## src/rtl/i2cp_pkg.sv

```systemverilog
package i2cp_pkg;

    localparam int BYTE_W = 8;
    localparam int CNT_W  = $clog2(BYTE_W + 1);

    typedef logic [BYTE_W-1:0] byte_t;

    // Protocol phase of the target
    typedef enum logic [2:0] {
        S_IDLE,
        S_ADDR,
        S_PTR,
        S_WDATA,
        S_ACK,
        S_RDATA,
        S_MACK,
        S_SKIP
    } phase_e;

    // Synchronized pin levels and the bus events derived from them
    typedef struct packed {
        logic scl;
        logic sda;
        logic scl_rise;
        logic scl_fall;
        logic start;
        logic stop;
    } bus_ev_t;

    function automatic logic addr_hit(input byte_t b, input logic [6:0] dev);
        return b[BYTE_W-1:1] == dev;
    endfunction

endpackage

```

## src/rtl/i2cp_linesync.sv

```systemverilog
module i2cp_linesync
    import i2cp_pkg::*;
#(
    parameter int STAGES = 2
) (
    input  logic    clk,
    input  logic    rst,
    input  logic    scl_i,
    input  logic    sda_i,
    output bus_ev_t ev
);

    logic [STAGES-1:0] scl_ff, sda_ff;
    logic              scl_d, sda_d;
    logic              scl_now, sda_now;

    always_ff @(posedge clk) begin
        if (rst) begin
            scl_ff <= '1;
            sda_ff <= '1;
            scl_d  <= 1'b1;
            sda_d  <= 1'b1;
        end else begin
            scl_ff <= {scl_ff[STAGES-2:0], scl_i};
            sda_ff <= {sda_ff[STAGES-2:0], sda_i};
            scl_d  <= scl_ff[STAGES-1];
            sda_d  <= sda_ff[STAGES-1];
        end
    end

    assign scl_now = scl_ff[STAGES-1];
    assign sda_now = sda_ff[STAGES-1];

    always_comb begin
        ev.scl      = scl_now;
        ev.sda      = sda_now;
        ev.scl_rise = scl_now & ~scl_d;
        ev.scl_fall = ~scl_now & scl_d;
        ev.start    = scl_now & scl_d & sda_d & ~sda_now;
        ev.stop     = scl_now & scl_d & ~sda_d & sda_now;
    end

endmodule

```

## src/rtl/i2cp_regbank.sv

```systemverilog
module i2cp_regbank
    import i2cp_pkg::*;
#(
    parameter int PTR_W = 3
) (
    input  logic             clk,
    input  logic             rst,
    input  logic             we,
    input  logic [PTR_W-1:0] waddr,
    input  byte_t            wdata,
    input  logic [PTR_W-1:0] raddr,
    output byte_t            rdata
);

    localparam int DEPTH = 1 << PTR_W;

    byte_t mem [DEPTH];

    always_ff @(posedge clk) begin
        if (rst) begin
            for (int i = 0; i < DEPTH; i++) mem[i] <= '0;
        end else if (we) begin
            mem[waddr] <= wdata;
        end
    end

    assign rdata = mem[raddr];

endmodule

```

## src/rtl/i2cp_target.sv

```systemverilog
module i2cp_target
    import i2cp_pkg::*;
#(
    parameter logic [6:0] DEV_ADDR    = 7'b1101000,
    parameter int         PTR_W       = 3,
    parameter int         SYNC_STAGES = 2
) (
    input  logic             clk,
    input  logic             rst,
    input  logic             scl_i,
    input  logic             sda_i,
    output logic             sda_oe,
    output logic             wr_en,
    output logic [PTR_W-1:0] wr_addr,
    output logic [7:0]       wr_data
);

    localparam logic [CNT_W-1:0] LAST_BIT = CNT_W'(BYTE_W);

    bus_ev_t          ev;
    phase_e           phase, after_ack;
    logic [CNT_W-1:0] bitcnt;
    byte_t            shreg;
    byte_t            rd_data;
    logic [PTR_W-1:0] ptr;
    logic             mst_ack;

    i2cp_linesync #(.STAGES(SYNC_STAGES)) sync_i (
        .clk   (clk),
        .rst   (rst),
        .scl_i (scl_i),
        .sda_i (sda_i),
        .ev    (ev)
    );

    i2cp_regbank #(.PTR_W(PTR_W)) bank_i (
        .clk   (clk),
        .rst   (rst),
        .we    (wr_en),
        .waddr (wr_addr),
        .wdata (wr_data),
        .raddr (ptr),
        .rdata (rd_data)
    );

    always_ff @(posedge clk) begin
        if (rst) begin
            phase     <= S_IDLE;
            after_ack <= S_IDLE;
            bitcnt    <= '0;
            shreg     <= '0;
            ptr       <= '0;
            sda_oe    <= 1'b0;
            wr_en     <= 1'b0;
            wr_addr   <= '0;
            wr_data   <= '0;
            mst_ack   <= 1'b0;
        end else begin
            wr_en <= 1'b0;
            if (ev.stop) begin
                phase  <= S_IDLE;
                sda_oe <= 1'b0;
                bitcnt <= '0;
            end else if (ev.start) begin
                phase  <= S_ADDR;
                sda_oe <= 1'b0;
                bitcnt <= '0;
            end else begin
                case (phase)
                    S_ADDR, S_PTR, S_WDATA: begin
                        if (ev.scl_rise && bitcnt != LAST_BIT) begin
                            shreg  <= {shreg[BYTE_W-2:0], ev.sda};
                            bitcnt <= bitcnt + 1'b1;
                        end else if (ev.scl_fall && bitcnt == LAST_BIT) begin
                            bitcnt <= '0;
                            if (phase == S_ADDR) begin
                                if (addr_hit(shreg, DEV_ADDR)) begin
                                    sda_oe    <= 1'b1;
                                    phase     <= S_ACK;
                                    after_ack <= shreg[0] ? S_RDATA : S_PTR;
                                end else begin
                                    phase <= S_SKIP;
                                end
                            end else if (phase == S_PTR) begin
                                ptr       <= shreg[PTR_W-1:0];
                                sda_oe    <= 1'b1;
                                phase     <= S_ACK;
                                after_ack <= S_WDATA;
                            end else begin
                                wr_en     <= 1'b1;
                                wr_addr   <= ptr;
                                wr_data   <= shreg;
                                ptr       <= ptr + 1'b1;
                                sda_oe    <= 1'b1;
                                phase     <= S_ACK;
                                after_ack <= S_WDATA;
                            end
                        end
                    end
                    S_ACK: begin
                        if (ev.scl_fall) begin
                            phase  <= after_ack;
                            bitcnt <= '0;
                            if (after_ack == S_RDATA) begin
                                shreg  <= rd_data;
                                sda_oe <= ~rd_data[BYTE_W-1];
                            end else begin
                                sda_oe <= 1'b0;
                            end
                        end
                    end
                    S_RDATA: begin
                        if (ev.scl_rise) begin
                            bitcnt <= bitcnt + 1'b1;
                        end else if (ev.scl_fall) begin
                            if (bitcnt == LAST_BIT) begin
                                sda_oe <= 1'b0;
                                ptr    <= ptr + 1'b1;
                                phase  <= S_MACK;
                                bitcnt <= '0;
                            end else begin
                                shreg  <= {shreg[BYTE_W-2:0], 1'b1};
                                sda_oe <= ~shreg[BYTE_W-2];
                            end
                        end
                    end
                    S_MACK: begin
                        if (ev.scl_rise) begin
                            mst_ack <= ~ev.sda;
                        end else if (ev.scl_fall) begin
                            if (mst_ack) begin
                                phase  <= S_RDATA;
                                shreg  <= rd_data;
                                sda_oe <= ~rd_data[BYTE_W-1];
                            end else begin
                                phase <= S_SKIP;
                            end
                        end
                    end
                    default: ;
                endcase
            end
        end
    end

endmodule

```

## config.mk

```make
export PLATFORM = sky130hd
export DESIGN_NAME = i2cp_target
export DESIGN_NICKNAME = d
export VERILOG_FILES = /design/src/rtl/i2cp_pkg.sv /design/src/rtl/i2cp_linesync.sv /design/src/rtl/i2cp_regbank.sv /design/src/rtl/i2cp_target.sv
export SDC_FILE = /design/constraint.sdc
export NUM_CORES = 1
export LEC_CHECK = 0
export BUFFER_PORTS_ARGS = -buffer_cell sky130_fd_sc_hd__buf_2
export CORE_UTILIZATION = 32
export CTS_BUF_LIST = sky130_fd_sc_hd__clkbuf_16
export CTS_CLUSTER_SIZE = 12
export DETAILED_ROUTE_END_ITERATION = 12
export PLACE_DENSITY_LB_ADDON = 0.15
export SKIP_LAST_GASP = 1
export SLEW_MARGIN = 20
export SYNTH_ARGS = -nofsm -noshare
export SYNTH_HDL_FRONTEND = slang
export SYNTH_SLANG_ARGS = --single-unit
```

## constraint.sdc

```tcl
create_clock -name clk -period 2.1 [get_ports clk]
set_clock_uncertainty 0.05 [all_clocks]
set_input_delay 0.105 -clock clk [delete_from_list [all_inputs] [get_ports clk]]
set_output_delay 0.105 -clock clk [all_outputs]
set_load 0.01 [all_outputs]
```

==> metrics <==
Clk Latency, worst-skew pair=0.36 ns; Min-Delay Startpoint=rst; top post-synthesis cells by area=edfxtp_1 (35%), dfxtp_1 (16%), mux2i_1 (8.1%), and2_1 (7.7%), nor2_1 (2.3%); fraction of layout instances using a drive strength above 1=20.8%; crit start category=flop; RSZ-0062 raised after global routing=true; Crit Path Category=reg2reg; Relative slew margins=45.9%; FF+latch count, synth=108; filler instances=1,644; Routed Antenna Nets=0; worst r2r src=sync_i.scl_d$_SDFF_PP1_; global-route usage over all layers=16.5%; worst setup path endpoint=shreg[5]$_SDFFE_PP0P_; area fraction of the dominant cell type after synthesis=35.4%; CP top delay family=compound AO/OA/AOI/OAI gates; port buffer count=16; Pleak=0.00225 µW; Final #Nets=539; slowest CP cell=a2111oi_1; setup TNS=0 ns; dpl hpwl=10,000 µm; number of cells on the critical path=6; clock tree buffer depth=2; Hold Crit Class=in2reg; Final Hold Viols=0; CP peak stage delay=0.56 ns; first-pass GRT wire length=22,000 µm; crit share post-route=97.8%; vias in the first global route=3,805; Fin Hold WS=0.0918 ns; syn nets=488; synthesized area per cell=11.4 µm²; routed wire length=13,800 µm; initial antenna violation count=0; Tot Pwr=4160 µW; clk slew on worst S/H paths=0.08 ns; fmax=487 MHz; Worst R2R End=shreg[5]$_SDFFE_PP0P_; setup violators final=0; gpl congestion=0.849; clock sink count=108; Power Density=653 nW/µm²; Core ar.=16,600 µm²; Period minus WS final=2.05 ns; total die area=17,500 µm²; Post-synth EDFFs=64; via count=3,904; gr ovfl total=0; Syn. warnings=0; largest net degree at the start of global routing=41; Setup crit end kind=flop; # DRC=0; # diodes=0; r2r setup slk=0.05 ns; Async S/R FF share, synth=0%; Synth Flop Type=edfxtp_1; Synth Instances=477; initial core utilization=32.7%; DR pass1 iterations=4; crit path from=sync_i.scl_d$_SDFF_PP1_; P&R area growth vs syn=17.5%; status=complete, no violations; post-synthesis sequential area ratio=51.6%; Max Cap Viol=0; CTS tree=yes; Critical Path AT=2.23 ns; Via density=5.18; worst endpoint required time=2.27 ns; critical path buffer and inverter count=1; Die Height=132 µm; FF+latch area=2800 µm²; clock buffer count from CTS=9; library cells used by synthesis=71; Die W=132 µm; Avg WL per Cell=18.3 µm; Critical Path Fanout Max=9; Final Max Tran Viols=0; crit-path cells=inv_1 > ha_1 > maj3_2 > or2_4 > a2111oi_1 > a221oi_2; area of the multi-input gates=2490 µm²; I/O pin count=17; CTS root buf=clkbuf_16; Synth area leader=edfxtp_1; row cnt=47; H-tree depth=3; area of the mapped netlist=5430 µm²; FF-to-FF path depth=6; DR iter-0 viols=183; worst slew pin tran=0.806 ns; maximum vdd drop=0.000482 V
stage by stage:
stage	utilization (%)	instances	instance area, µm²	setup slack (ns)
floorplan	-	477	5430	0.0986
global placement	36.2	733	6000	0.0221
finish	38.5	753	6380	0.0454
CTS	38.1	751	6310	0.0270
global route	38.5	753	6380	-0.0903
detailed placement	36.2	733	6000	-0.109
final cells by class:
cell class | instances | share of cell area, %
clock buffer | 9 | 3.53
sequential | 108 | 43.9
timing repair buffer | 64 | 7.18
clock inverter | 7 | 0.980
inverter | 17 | 1.00
tap | 220 | 4.31
multi-input combinational | 328 | 39.1
worst min path at each step:
stage | end | slack, ns | cells past startpoint
2_1_floorplan | sync_i.scl_ff[0]$_SDFF_PP1_ | 0.16 | 1
3_3_place_gp | sync_i.sda_ff[0]$_SDFF_PP1_ | 0.24 | 2
3_5_place_dp | sync_i.scl_ff[0]$_SDFF_PP1_ | 0.24 | 2
4_1_cts | sync_i.sda_d$_SDFF_PP1_ | 0.08 | 4
5_1_grt | sync_i.sda_d$_SDFF_PP1_ | 0.11 | 4
6_report | sync_i.sda_d$_SDFF_PP1_ | 0.09 | 4
report_power, final:
part / total (µW) / switching [µW] / internal (µW)
sequential: 2300 / 18.5 / 2280
clock: 1690 / 857 / 836
combinational: 174 / 110 / 63.8
total: 4160 / 985 / 3180
worst min-delay path, delay by kind of cell:
kind | cells | cell delay (ns)
buffers and inverters | 3 | 0.32
and+or+nand+nor | 1 | 0.05
sequential cells by signal, summed over array words and instances (netlist names), 3 cells and up, named ones only:
signal,flops
wr_addr,3
ptr,3
wr_data,8
bank_i.mem,64
after_ack,3
phase,3
shreg,8
bitcnt,4
cell families after synthesis:
kind of cell	after synthesis	share of synthesized area (%)
adder cells (fa/ha/maj)	8	1.82
AO/OA/AOI/OAI	101	14.9
buffers and inverters	41	3.62
AND/OR/NAND/NOR	171	18.4
multiplexers	47	9.35
XOR/XNOR	1	0.300
flip-flops	108	51.6
cells in the final DEF, fill, tap and decap left out, types with 4 or more instances in the layout:
master,instances
dfxtp_1,43
nand2b_1,5
nor2_1,33
nand3_1,6
nor2b_1,6
mux2i_1,44
a22oi_1,10
a21oi_1,13
ha_1,7
nor3_1,6
buf_2,16
nor3b_1,5
buf_4,45
and2_1,67
o21ai_0,13
nand2_1,9
a2111oi_0,5
clkbuf_16,9
and3_1,5
o211ai_1,4
edfxtp_1,64
a221oi_1,5
or2_2,6
inv_1,17
nand3b_1,5
timing repair:
action / 4_1_cts / 5_1_grt
gates resized for setup: 3 / 12
pin swaps: 0 / 3
endpoints found under the setup margin: 5 / 13
hold endpoints to repair: 2 / 0
hold buffers: 2 / 0
setup buffers: 0 / 2
per-layer routing:
layer	global-route usage (%)	vias to the layer above	wire [µm]
met2	28.3	56	6870
met3	3.69	22	362
li1	-	1896	-
met5	0	-	0
met1	20.9	1930	6280
met4	4.60	0	278
cells in the mapped netlist (6+ instances only):
library cell / number
or2_2: 6
inv_1: 17
o21ai_0: 13
a22oi_1: 11
ha_1: 7
a21oi_1: 13
clkbuf_1: 8
and2_1: 67
nor2b_1: 6
nand3_1: 6
nor3_1: 6
nor2_1: 33
mux2i_1: 44
buf_2: 13
a221oi_1: 8
edfxtp_1: 64
a2111oi_0: 9
nand2_1: 10
dfxtp_1: 44
Note: power is estimated with default switching activity, not from simulation.
